===== src/rtl/vfc_pkg.sv =====
package vfc_pkg;
  typedef enum logic [1:0] {
    ROLE_MASK  = 2'b00,
    ROLE_FORCE = 2'b01,
    ROLE_CMP   = 2'b10,
    ROLE_RSVD  = 2'b11
  } role_e;

  typedef enum logic [1:0] {
    ST_IDLE   = 2'd0,
    ST_SETTLE = 2'd1,
    ST_STROBE = 2'd2
  } state_e;
endpackage


===== src/rtl/vfc_vec_store.sv =====
module vfc_vec_store #(
  parameter int NUM_CH = 16,
  parameter int DEPTH  = 64,
  parameter int TPL_W  = 2,
  localparam int IDX_W = $clog2(DEPTH)
) (
  input  logic              clk_i,
  input  logic              we_i,
  input  logic [IDX_W-1:0]  waddr_i,
  input  logic [TPL_W-1:0]  wtpl_i,
  input  logic [NUM_CH-1:0] wdata_i,
  input  logic [IDX_W-1:0]  raddr_i,
  output logic [TPL_W-1:0]  rtpl_o,
  output logic [NUM_CH-1:0] rdata_o
);
  logic [TPL_W-1:0]  tpl_mem  [DEPTH];
  logic [NUM_CH-1:0] data_mem [DEPTH];

  always_ff @(posedge clk_i) begin
    if (we_i) begin
      tpl_mem[waddr_i]  <= wtpl_i;
      data_mem[waddr_i] <= wdata_i;
    end
  end

  assign rtpl_o  = tpl_mem[raddr_i];
  assign rdata_o = data_mem[raddr_i];
endmodule


===== src/rtl/vfc_tpl_store.sv =====
module vfc_tpl_store #(
  parameter int NUM_CH  = 16,
  parameter int NUM_TPL = 4,
  localparam int TPL_W  = (NUM_TPL > 1) ? $clog2(NUM_TPL) : 1,
  localparam int CODE_W = 2 * NUM_CH
) (
  input  logic              clk_i,
  input  logic              rst_ni,
  input  logic              we_i,
  input  logic [TPL_W-1:0]  waddr_i,
  input  logic [CODE_W-1:0] wcodes_i,
  input  logic [TPL_W-1:0]  rsel_i,
  output logic [CODE_W-1:0] rcodes_o
);
  logic [CODE_W-1:0] tpl_q [NUM_TPL];

  // reset to all-mask so an unloaded template never drives
  always_ff @(posedge clk_i or negedge rst_ni) begin
    if (!rst_ni) begin
      for (int i = 0; i < NUM_TPL; i++) tpl_q[i] <= '0;
    end else if (we_i) begin
      tpl_q[waddr_i] <= wcodes_i;
    end
  end

  assign rcodes_o = tpl_q[rsel_i];
endmodule


===== src/rtl/vfc_sector_cmp.sv =====
module vfc_sector_cmp
  import vfc_pkg::*;
#(
  parameter int SECT_CH = 8,
  localparam int CNT_W  = $clog2(SECT_CH + 1)
) (
  input  logic [2*SECT_CH-1:0] codes_i,
  input  logic [SECT_CH-1:0]   data_i,
  input  logic [SECT_CH-1:0]   pin_i,
  input  logic                 active_i,
  output logic [SECT_CH-1:0]   drv_en_o,
  output logic [SECT_CH-1:0]   drv_val_o,
  output logic [SECT_CH-1:0]   cmp_mask_o,
  output logic [SECT_CH-1:0]   mism_o,
  output logic [CNT_W-1:0]     mism_cnt_o
);
  for (genvar l = 0; l < SECT_CH; l++) begin : g_lane
    role_e role;
    assign role          = role_e'(codes_i[2*l +: 2]);
    assign drv_en_o[l]   = active_i && (role == ROLE_FORCE);
    assign drv_val_o[l]  = drv_en_o[l] & data_i[l];
    assign cmp_mask_o[l] = active_i && (role == ROLE_CMP);
    assign mism_o[l]     = cmp_mask_o[l] & (pin_i[l] ^ data_i[l]);
  end

  always_comb begin
    mism_cnt_o = '0;
    for (int l = 0; l < SECT_CH; l++) mism_cnt_o = mism_cnt_o + CNT_W'(mism_o[l]);
  end
endmodule


===== src/rtl/vfc_fail_map.sv =====
module vfc_fail_map #(
  parameter int DEPTH  = 64,
  localparam int IDX_W = $clog2(DEPTH)
) (
  input  logic             clk_i,
  input  logic             rst_ni,
  input  logic             clr_i,
  input  logic             set_i,
  input  logic [IDX_W-1:0] set_addr_i,
  input  logic             set_val_i,
  input  logic [IDX_W-1:0] raddr_i,
  output logic             flag_o
);
  logic [DEPTH-1:0] flags_q;

  always_ff @(posedge clk_i or negedge rst_ni) begin
    if (!rst_ni)    flags_q <= '0;
    else if (clr_i) flags_q <= '0;
    else if (set_i) flags_q[set_addr_i] <= set_val_i;
  end

  assign flag_o = flags_q[raddr_i];
endmodule


===== src/rtl/vfc_engine.sv =====
module vfc_engine
  import vfc_pkg::*;
#(
  parameter int NUM_SECT  = 2,
  parameter int SECT_CH   = 8,
  parameter int VEC_DEPTH = 64,
  parameter int NUM_TPL   = 4,
  parameter int ERR_W     = 8,
  localparam int NUM_CH   = NUM_SECT * SECT_CH,
  localparam int IDX_W    = $clog2(VEC_DEPTH),
  localparam int TPL_W    = (NUM_TPL > 1) ? $clog2(NUM_TPL) : 1,
  localparam int SCNT_W   = $clog2(SECT_CH + 1),
  localparam int TCNT_W   = $clog2(NUM_CH + 1)
) (
  input  logic                clk_i,
  input  logic                rst_ni,
  input  logic                tpl_we_i,
  input  logic [TPL_W-1:0]    tpl_addr_i,
  input  logic [2*NUM_CH-1:0] tpl_codes_i,
  input  logic                vec_we_i,
  input  logic [IDX_W-1:0]    vec_addr_i,
  input  logic [TPL_W-1:0]    vec_tpl_i,
  input  logic [NUM_CH-1:0]   vec_data_i,
  input  logic [IDX_W-1:0]    last_idx_i,
  input  logic                start_i,
  output logic                done_o,
  output logic [NUM_CH-1:0]   drive_val_o,
  output logic [NUM_CH-1:0]   drive_en_o,
  input  logic [NUM_CH-1:0]   pin_i,
  input  logic                strobe_i,
  output logic [ERR_W-1:0]    err_cnt_o,
  output logic [IDX_W-1:0]    first_fail_o,
  output logic                first_fail_vld_o,
  input  logic [IDX_W-1:0]    fail_addr_i,
  output logic                fail_flag_o
);
  state_e              state_q;
  logic [IDX_W-1:0]    idx_q;
  logic [ERR_W-1:0]    err_q;
  logic [IDX_W-1:0]    first_q;
  logic                first_vld_q;
  logic                done_q;

  logic [TPL_W-1:0]    cur_tpl;
  logic [NUM_CH-1:0]   cur_data;
  logic [2*NUM_CH-1:0] cur_codes;
  logic [NUM_CH-1:0]   cmp_mask;
  logic [NUM_CH-1:0]   mism;
  logic [SCNT_W-1:0]   sect_cnt [NUM_SECT];
  logic [TCNT_W-1:0]   mism_total;
  logic [ERR_W:0]      err_sum;
  logic [ERR_W-1:0]    err_next;
  logic                active, start_ok, cmp_fire, any_mism, last_vec;

  vfc_vec_store #(.NUM_CH(NUM_CH), .DEPTH(VEC_DEPTH), .TPL_W(TPL_W)) u_vec_store (
    .clk_i   (clk_i),
    .we_i    (vec_we_i),
    .waddr_i (vec_addr_i),
    .wtpl_i  (vec_tpl_i),
    .wdata_i (vec_data_i),
    .raddr_i (idx_q),
    .rtpl_o  (cur_tpl),
    .rdata_o (cur_data)
  );

  vfc_tpl_store #(.NUM_CH(NUM_CH), .NUM_TPL(NUM_TPL)) u_tpl_store (
    .clk_i    (clk_i),
    .rst_ni   (rst_ni),
    .we_i     (tpl_we_i),
    .waddr_i  (tpl_addr_i),
    .wcodes_i (tpl_codes_i),
    .rsel_i   (cur_tpl),
    .rcodes_o (cur_codes)
  );

  assign active = (state_q != ST_IDLE);

  for (genvar s = 0; s < NUM_SECT; s++) begin : g_sect
    vfc_sector_cmp #(.SECT_CH(SECT_CH)) u_sect (
      .codes_i    (cur_codes[2*SECT_CH*s +: 2*SECT_CH]),
      .data_i     (cur_data[SECT_CH*s +: SECT_CH]),
      .pin_i      (pin_i[SECT_CH*s +: SECT_CH]),
      .active_i   (active),
      .drv_en_o   (drive_en_o[SECT_CH*s +: SECT_CH]),
      .drv_val_o  (drive_val_o[SECT_CH*s +: SECT_CH]),
      .cmp_mask_o (cmp_mask[SECT_CH*s +: SECT_CH]),
      .mism_o     (mism[SECT_CH*s +: SECT_CH]),
      .mism_cnt_o (sect_cnt[s])
    );
  end

  always_comb begin
    mism_total = '0;
    for (int s = 0; s < NUM_SECT; s++) mism_total = mism_total + TCNT_W'(sect_cnt[s]);
  end

  assign start_ok = (state_q == ST_IDLE) && start_i;
  assign cmp_fire = (state_q == ST_STROBE) && strobe_i;
  assign any_mism = |mism;
  assign last_vec = (idx_q == last_idx_i);
  assign err_sum  = (ERR_W+1)'(err_q) + (ERR_W+1)'(mism_total);
  assign err_next = err_sum[ERR_W] ? '1 : err_sum[ERR_W-1:0];

  always_ff @(posedge clk_i or negedge rst_ni) begin
    if (!rst_ni) begin
      state_q     <= ST_IDLE;
      idx_q       <= '0;
      err_q       <= '0;
      first_q     <= '0;
      first_vld_q <= 1'b0;
      done_q      <= 1'b0;
    end else begin
      unique case (state_q)
        ST_IDLE: if (start_ok) begin
          state_q     <= ST_SETTLE;
          idx_q       <= '0;
          err_q       <= '0;
          first_q     <= '0;
          first_vld_q <= 1'b0;
          done_q      <= 1'b0;
        end
        ST_SETTLE: state_q <= ST_STROBE;  // turnaround clock, strobe ignored
        ST_STROBE: if (cmp_fire) begin
          err_q <= err_next;
          if (any_mism && !first_vld_q) begin
            first_q     <= idx_q;
            first_vld_q <= 1'b1;
          end
          if (last_vec) begin
            state_q <= ST_IDLE;
            done_q  <= 1'b1;
          end else begin
            state_q <= ST_SETTLE;
            idx_q   <= idx_q + 1'b1;
          end
        end
        default: state_q <= ST_IDLE;
      endcase
    end
  end

  vfc_fail_map #(.DEPTH(VEC_DEPTH)) u_fail_map (
    .clk_i      (clk_i),
    .rst_ni     (rst_ni),
    .clr_i      (start_ok),
    .set_i      (cmp_fire),
    .set_addr_i (idx_q),
    .set_val_i  (any_mism),
    .raddr_i    (fail_addr_i),
    .flag_o     (fail_flag_o)
  );

  assign done_o           = done_q;
  assign err_cnt_o        = err_q;
  assign first_fail_o     = first_q;
  assign first_fail_vld_o = first_vld_q;
endmodule


===== config.mk =====
export PLATFORM = sky130hd
export DESIGN_NAME = vfc_engine
export DESIGN_NICKNAME = d
export VERILOG_FILES = /design/src/rtl/vfc_pkg.sv /design/src/rtl/vfc_vec_store.sv /design/src/rtl/vfc_tpl_store.sv /design/src/rtl/vfc_sector_cmp.sv /design/src/rtl/vfc_fail_map.sv /design/src/rtl/vfc_engine.sv
export SDC_FILE = /design/constraint.sdc
export NUM_CORES = 1
export LEC_CHECK = 0
export BUFFER_PORTS_ARGS = -buffer_cell sky130_fd_sc_hd__buf_2
export CELL_PAD_IN_SITES_DETAIL_PLACEMENT = 0
export CELL_PAD_IN_SITES_GLOBAL_PLACEMENT = 2
export CORE_UTILIZATION = 44
export DETAILED_ROUTE_END_ITERATION = 10
export PLACE_DENSITY = 0.79
export SETUP_SLACK_MARGIN = 0.5
export SLEW_MARGIN = 10
export SYNTH_ARGS = -nofsm -noshare
export SYNTH_HDL_FRONTEND = slang
export SYNTH_HIERARCHICAL = 1
export SYNTH_SLANG_ARGS = --single-unit

===== constraint.sdc =====
create_clock -name clk_i -period 7.8 [get_ports clk_i]
set_input_delay 1.56 -clock clk_i [delete_from_list [all_inputs] [get_ports clk_i]]
set_output_delay 1.56 -clock clk_i [all_outputs]
set_load 0.05 [all_outputs]

* After elaboration in Yosys (flattened, before gate mapping)
Memories as Yosys holds them, arrays and structs flattened.
Cells that the tools add are included.
** Storage, ports and cells
- Memories :: 2
- Input port bits :: 92
- Bits in registers :: 216
- Word-level logic and storage cells :: 211
- Output and inout port bits :: 49
- Bits in writable memories :: 1152
** Cells by class
- Bitwise operators :: 50
- Equality and inequality tests :: 40
- Reductions and logical operators :: 48
- $lt $le $gt $ge :: 6
- Muxes and demuxes :: 37
- Add/subtract/negate cells :: 17
** Memory list
- u_vec_store.data_mem :: depth 64, width 16, rd ports 1, clocked after Yosys merged registers in 0, write ports 1, RTL line vfc_vec_store.sv:17 : logic [NUM_CH-1:0] data_mem [DEPTH];
- u_vec_store.tpl_mem :: depth 64, width 2, rd ports 1, clocked after Yosys merged registers in 0, write ports 1, RTL line vfc_vec_store.sv:16 : logic [TPL_W-1:0] tpl_mem [DEPTH];
** Operators by type and width (number)
- bitwise mux 128 bit :: 1
- 2-to-1 mux 64 bit :: 2
- 2-to-1 mux 32 bit :: 3
- binary-select mux 32 bit (select 2 bit) :: 1
- bitwise mux 64 bit :: 1
- demux 32 bit (select 2 bit) :: 1
- adder 4 x 1 -> 4 bit :: 12
- logical AND 1 bit :: 37
- equality test 2 x 1 -> 1 bit, second input constant :: 17
- equality test 2 bit, second input constant :: 17
- bitwise AND 1 bit :: 32
- 2-to-1 mux 6 bit :: 5
- 2-to-1 mux 8 bit :: 3
- one-hot mux 6 bit (2 select lines) :: 2
- one-hot mux 8 bit (2 select lines) :: 1
- OR reduction 16 bit :: 1
- bitwise XOR 1 bit :: 16
- < comparator 6 x 7 -> 1 bit, second input constant :: 2
- AND reduction 4 bit :: 3
- 2-to-1 mux 1 bit :: 10
- adder 8 x 5 -> 9 bit :: 1
- inequality test 2 bit, second input constant :: 4
- adder 6 x 1 -> 6 bit, second input constant :: 1
- binary-select mux 1 bit (select 6 bit) :: 1
- 17 further kinds :: 24

* Longest topological paths before layout
Gate-level depths: netlist (run 1).
An unclocked memory read counts as a cell.
- Word-level depth :: 20
- Depth in mapped cells :: 30
- Gate-level depth less buffers :: 25

* Hierarchy
The synthesis (run 1) kept the hierarchy.
** By module, submodules not included
- vfc_vec_store :: sequential area each 34593.2 µm², cells each 1907, area each 43929.6 µm², times used 1
- vfc_tpl_store :: sequential area each 3203.1 µm², cells each 311, area each 5504.0 µm², times used 1
- vfc_fail_map :: sequential area each 1601.5 µm², cells each 368, area each 3455.8 µm², times used 1
- vfc_engine :: sequential area each 600.6 µm², cells each 140, area each 1387.6 µm², times used 1
- vfc_sector_cmp :: sequential area each 0.0 µm², cells each 70, area each 508.0 µm², times used 2

* Worst setup path after synthesis (run 1)
No wires, ideal clock.
- Path kind :: reg2reg
- Start point :: register idx_q[0]
- End point :: register err_q[5], in the netlist err_cnt_o[5]
- Stages on the path, launching flop included :: 31
- Slack :: 0.207 ns
- Setup time :: 0.129 ns
- Clock period less this slack :: 7.593 ns
- Path buffers :: 6
- Arrival time :: 7.464 ns
- Data required time :: 7.671 ns
- Path through :: dfrtp_1 buf_6 buf_6 buf_6 buf_2 mux4_2 o221ai_1 o31ai_1 a32o_1 buf_2 buf_4 mux4_2 and3b_2 and2_1 fa_1 inv_1 fa_1 fa_1 inv_1 ha_1 inv_1 fa_1 inv_1 fa_1 ha_1 fa_1 a21o_1 a21oi_1 nor2_1 o21ai_0 o21ai_0
** RTL lines
- start: declaration :: RTL line vfc_engine.sv:38 : logic [IDX_W-1:0] idx_q;
- start signal: assignment :: RTL line vfc_engine.sv:134 : idx_q <= idx_q + 1'b1;
- end signal: assignment :: RTL line vfc_engine.sv:124 : err_q <= err_next;
- end: declaration :: RTL line vfc_engine.sv:39 : logic [ERR_W-1:0] err_q;

==> impl_metrics.csv, run 1 <==
group,metric,value,unit
outcome,status,"finished, final reports clean",
setup_path,slowest_delay,520,ps
clocking,tritoncts,"built",
sta,finalHoldViolCount,0,
routing,ant_nets,0,
final_layout,fin_nets,3286,
clocking,cts_root_buf,"clkbuf_16",
grt,overflow,0,
clocking,cts.sinks,1368,
yosys,postSynthCellCount,2864,
yosys,synth_fp_nets,2980,
grt,track_usage,23.06,%
die,die_w,356.5,µm
placement,gp_congestion,0.7972,
clocking,cts_buffers,140,
routing,drc,0,
placement,post-dp-hpwl,85.70,mm
sta,setup_viol,0,
routing,via_count,29778,
setup_path,slowest_stage,"mux4_2",
routing,detail_route.iter0.violations,3552,
sta,period_needed,7236,ps
pwr,power.leakage,21.26,nW
placement,placed_cells,4629,
pwr,ir_drop,0.0003691,V
yosys,syn_avg_cell_area,19.30,µm²
setup_path,worstSetupEndpointType,"register",
placement,place_area,0.05854,mm²
sta,slew_headroom,17.83,%
routing,drtPass1Iterations,6,
final_layout,fin_area,0.06377,mm²
final_layout,area_growth,15.34,%
setup_path,cp_data_arrival_time,7840,ps
setup_path,criticalPathCategory,"register to register",
final_layout,layout_common_cells,"1152 x edfxtp_1, 336 x mux4_2, 210 x dfrtp_1, 159 x buf_4, 149 x clkbuf_16",
yosys,synth_area,0.05529,mm²
pwr,power.density,306.8,mW/mm²
grt,grt_max_degree,113,
die,core,0.1241,mm²
setup_path,critical_path_required,8400,ps
routing,wire_per_inst,29.50,µm
die,io_pins,141,
run,cap_violations,0,
clocking,h-tree-depth,4,
grt,grt_pass1_wl,210.1,mm
clocking,clk_latency,780,ps
pwr,power,0.01956,W
routing,wl,145.1,mm
clocking,clk_pin_slew,60,ps
final_layout,layout-drive-gt1-share,33.22,%
final_layout,layout_commonest_cell,"edfxtp_1",
worst_hold_path,worstHoldPathType,"register to register",
sta,fmax,0.1382,GHz
setup_path,cp-start-kind,"register",
final_layout,fin_cells,4919,
die,initial_core_util,44.54,%
sta,slew_viol_final,0,
sta,worst_pin_slew,1228,ps
sta,rsz0062_at_grt,"true",
die,die_h,356.5,µm
routing,via_per_inst,6.054,
placement,io_buffers,140,
yosys,ys_warn_count,6,
sta,fin_skew,23.76,ps
setup_path,path_common_cell,"fa_1",
die,core.rowCount,129,
sta,period_share,92.77,%
grt,antenna_found_initial,10,
die,die_area,0.1271,mm²
setup_path,cp_max_fo,6,
grt,grt_pass1_vias,30548,
final_layout,final_util,51.38,%
clocking,cts_buffer_depth,3,
clocking,holdBufCountCts,0,
-- critical path, delay by kind of cell, from the launching register on --
family / cells / cell delay (ps)
adder cells (fa/ha/maj): 8 / 3080
multiplexers: 3 / 1500
AND/OR/NAND/NOR: 5 / 710
buffers and inverters: 6 / 530
AO/OA/AOI/OAI: 4 / 800
flip-flops: 1 / 440
-- registers in the layout, indices dropped and copies added, names as in the netlist --
name                  cells
state_q                   2
u_fail_map/flags_q       64
u_vec_store/tpl_mem     128
u_tpl_store/tpl_q       128
done_o                    1
u_vec_store/data_mem   1024
idx_q                     6
first_fail_vld_o          1
err_cnt_o                 8
first_fail_o              6
-- report_power, final --
part | total [W] | switching [W] | leakage, nW | internal (W)
sequential | 0.00825 | 0.000114 | 13.1 | 0.00813
combinational | 0.00475 | 0.00270 | 5.97 | 0.00205
clock | 0.00657 | 0.00277 | 2.20 | 0.00380
total | 0.0196 | 0.00558 | 21.3 | 0.0140
-- through the flow --
stage / setup WS, ps / hold WS (ps) / setup TNS (ps)
after floorplan: 506.6 / 453.3 / 0
after global placement: 26.28 / 462.5 / 0
after detailed placement: -6.820 / 483.4 / -6.820
after CTS: 514.5 / 496.6 / 0
after global routing: 359.0 / 521.1 / 0
final: 564.0 / 489.3 / 0
-- timing repair --
action,CTS,global route
pin swaps,5,12
gates cloned,4,1
buffers inserted,17,14
gates resized for setup,44,30
setup endpoints to repair,8,8
hold endpoints to repair,0,0
-- path summary, 6_finish.rpt --
path	from	endpoint	slack [ps]	cells after the start
hold / removal	u_tpl_store/tpl_q[125]	u_tpl_store/tpl_q[125]	490	1
hold reg to reg	u_tpl_store/tpl_q[125]	u_tpl_store/tpl_q[125]	490	1
setup / recovery	idx_q[0]	err_cnt_o[7]	560	26
min in group asynchronous	rst_ni	u_fail_map/flags_q[40]	910	1
max in group asynchronous	rst_ni	idx_q[1]	5580	2
setup reg to reg	idx_q[0]	err_cnt_o[7]	560	26
-- cell type report --
type | instances | area, µm²
flip-flops and latches | 1368 | 40010
diodes | 1 | 2.502
well taps | 1637 | 2048
clock buffers | 184 | 3879
clock inverters | 69 | 595.6
inverters | 26 | 97.59
multi-input cells | 1308 | 14730
repair buffers | 326 | 2404
fillers | 9790 | 60350
-- metal layers --
layer  up-vias  track usage (%)  wire, µm
li1      12312                -         -
met2      1483            37.30     70700
met3       232            4.338     13020
met1     15739            31.29     57020
met5         -                0        79
met4        12            8.343      4307
(Power assumes the default switching activity.)
==> run 2, diff against run 1 <==
--- a/config.mk
+++ b/config.mk
@@ -5,12 +5,13 @@
 export SDC_FILE = /design/constraint.sdc
 export NUM_CORES = 1
 export LEC_CHECK = 0
+export ABC_AREA = 1
 export BUFFER_PORTS_ARGS = -buffer_cell sky130_fd_sc_hd__buf_2
 export CELL_PAD_IN_SITES_DETAIL_PLACEMENT = 0
 export CELL_PAD_IN_SITES_GLOBAL_PLACEMENT = 2
-export CORE_UTILIZATION = 44
+export CORE_UTILIZATION = 38
 export DETAILED_ROUTE_END_ITERATION = 10
-export PLACE_DENSITY = 0.79
+export PLACE_DENSITY = 0.81
 export SETUP_SLACK_MARGIN = 0.5
 export SLEW_MARGIN = 10
 export SYNTH_ARGS = -nofsm -noshare
==> run 2 against run 1 <==
- largest cell class unchanged
- count of clock-buffer cells in the layout shrank 7
- non-clock buffer count shrank 19
- first-iteration DRC count up 5.2%
- global-route usage down 1.4 points
- combinational power grew 41%
- synthesized cell count is 110% higher
- largest power group unchanged
==> impl_metrics.csv, run 2 <==
group,metric,value,unit
outcome,status,"finished, final reports clean",
placement,post-dp-hpwl,100.3,mm
final_layout,layout_common_cells,"2174 x nand2_1, 1157 x nand3_1, 1152 x edfxtp_1, 400 x inv_1, 211 x dfrtp_1",
final_layout,reg_top3,"u_vec_store/data_mem (1024), u_tpl_store/tpl_q (128), u_vec_store/tpl_mem (128)",
routing,ant_nets,0,
sta,setup_tns,0,ps
die,initial_core_util,38.25,%
sta,period_share,87.81,%
die,core,0.1584,mm²
yosys,synth_area,0.06058,mm²
final_layout,fin_nets,6162,
grt,grt_pass1_vias,39832,
yosys,syn_avg_cell_area,10.22,µm²
grt,antenna_found_initial,15,
final_layout,layout_commonest_cell,"nand2_1",
routing,wl,177.7,mm
final_layout,layout-drive-gt1-share,10.44,%
sta,rsz0062_at_grt,"false",
setup_path,timing.rr.start,"idx_q[0]",
clocking,h-tree-depth,4,
die,core.rowCount,146,
clocking,cts_root_buf,"clkbuf_16",
setup_path,reg2reg_slack,950,ps
sta,finalHoldViolCount,0,
pwr,power.leakage,27.50,nW
clocking,tritoncts,"built",
grt,grt_pass1_wl,262.3,mm
setup_path,slowest_stage,"fa_1",
routing,via_per_inst,5.153,
placement,gp_congestion,0.8038,
setup_path,critical_path_required,8470,ps
setup_path,path_delay_family,"adder cells",
clocking,holdBufCountCts,0,
pwr,ir_drop,0.0002535,V
sta,fin_skew,33.80,ps
yosys,ys_warn_count,6,
setup_path,slowest_delay,540,ps
setup_path,reg2reg_depth,35,
final_layout,multi_input_comb_area,0.01694,mm²
sta,fmax,0.1460,GHz
routing,via_count,42461,
die,io_pins,141,
setup_path,path_common_cell,"nand3_1",
clocking,clk_latency,790,ps
sta,setup_viol,0,
final_layout,regMostFlops,"u_vec_store/data_mem",
routing,drtPass1Iterations,5,
die,die_w,401.3,µm
routing,wire_per_inst,21.57,µm
final_layout,area_growth,12.61,%
grt,overflow,0,
worst_hold_path,worstHoldPathType,"register to register",
placement,io_buffers,140,
setup_path,worstSetupEndpointType,"register",
routing,drc,0,
setup_path,cp_max_fo,64,
worst_hold_path,holdPathStages,2,
clocking,cts_buffer_depth,3,
worst_hold_path,whs_endpoint,"u_tpl_store/tpl_q[73]",
sta,slew_viol_final,0,
sta,slew_headroom,18.53,%
yosys,synth_fp_nets,6045,
worst_hold_path,worstHoldStart,"u_tpl_store/tpl_q[73]",
grt,track_usage,21.62,%
sta,finalHoldWorstSlack,469.7,ps
setup_path,rr_endpoint,"err_cnt_o[7]",
run,cap_violations,0,
placement,place_area,0.06331,mm²
final_layout,regArea,0.04001,mm²
grt,grt_max_degree,128,
setup_path,cp-start-kind,"register",
final_layout,largest_reg_flops,1024,
die,die_area,0.1610,mm²
sta,worst_pin_slew,1221,ps
sta,period_needed,6849,ps
clocking,clk_pin_slew,60,ps
pwr,power.density,318.6,mW/mm²
setup_path,cp_data_arrival_time,7520,ps
clocking,cts_buffers,148,
setup_path,cp_num_buf_inv,10,
die,die_h,401.3,µm
yosys,postSynthCellCount,5929,
clocking,cts.sinks,1368,
final_layout,fin_area,0.06822,mm²
setup_path,criticalPathCategory,"register to register",
final_layout,fillerInstances,15036,
routing,detail_route.iter0.violations,3738,
-- run 2: what timing repair did --
action | in CTS | in global routing
endpoints found under the setup margin | 3 | 8
setup buffers | 0 | 1
gates resized for setup | 1 | 23
pin swaps | 0 | 0
gates cloned | 0 | 3
-- run 2: worst max path at each step --
stage | from | end | slack [ps] | cells after the start
after floorplan | idx_q[1] | err_cnt_o[7] | 1670 | 37
after global routing | idx_q[0] | err_cnt_o[7] | 490 | 35
final | idx_q[0] | err_cnt_o[7] | 950 | 35
after CTS | idx_q[0] | err_cnt_o[3] | 610 | 36
after global placement | idx_q[0] | err_cnt_o[7] | 470 | 35
after detailed placement | idx_q[0] | err_cnt_o[3] | 480 | 36
-- run 2: power breakdown --
part	total [W]	switching, W	internal (W)
Clock	0.00683	0.00301	0.00382
Combinational	0.00669	0.00490	0.00179
Sequential	0.00821	0.000102	0.00811
Total	0.0217	0.00801	0.0137
-- run 2: layout make-up --
type / count / share of cell area, %
Sequential cell: 1368 / 58.66
Multi-Input combinational cell: 3799 / 24.84
Clock buffer: 177 / 5.677
Tap cell: 2072 / 3.800
Timing Repair Buffer: 307 / 3.329
Inverter: 421 / 2.399
Clock inverter: 93 / 1.273
Timing Repair inverter: 1 / 0.01651
Antenna cell: 2 / 0.007337
-- run 2: worst register-to-register path, delay by kind of cell, from the launching register on --
| kind | cells | cell delay [ps] |
|---|---|---|
| and+or+nand+nor | 15 | 1480 |
| adders and majority gates | 8 | 3230 |
| AOI/OAI and AO/OA | 2 | 240 |
| buffers and inverters | 10 | 1300 |
| DFF | 1 | 520 |
-- run 2: through the flow --
stage          worst slack, ps  cells  utilization, %  power [W]
2_1_floorplan             1672   5929               -    0.01311
3_3_place_gp             465.0   7964           39.97    0.01499
3_5_place_dp             478.0   7964           39.97    0.01499
4_1_cts                  609.4   8234           42.97    0.02183
5_1_grt                  494.8   8240           43.07    0.02287
6_report                 951.0   8240           43.07    0.02173
-- run 2: metal layers --
| metal | share of wire [%] | wire length, µm | global-route usage (%) | vias up |
|---|---|---|---|---|
| met5 | 0.015 | 27 | 0 | - |
| met4 | 2.0 | 3619 | 5.337 | 4 |
| met3 | 5.1 | 9062 | 2.808 | 236 |
| met2 | 49 | 86340 | 36.16 | 1172 |
| met1 | 44 | 78690 | 29.72 | 20849 |
| li1 | - | - | - | 20200 |
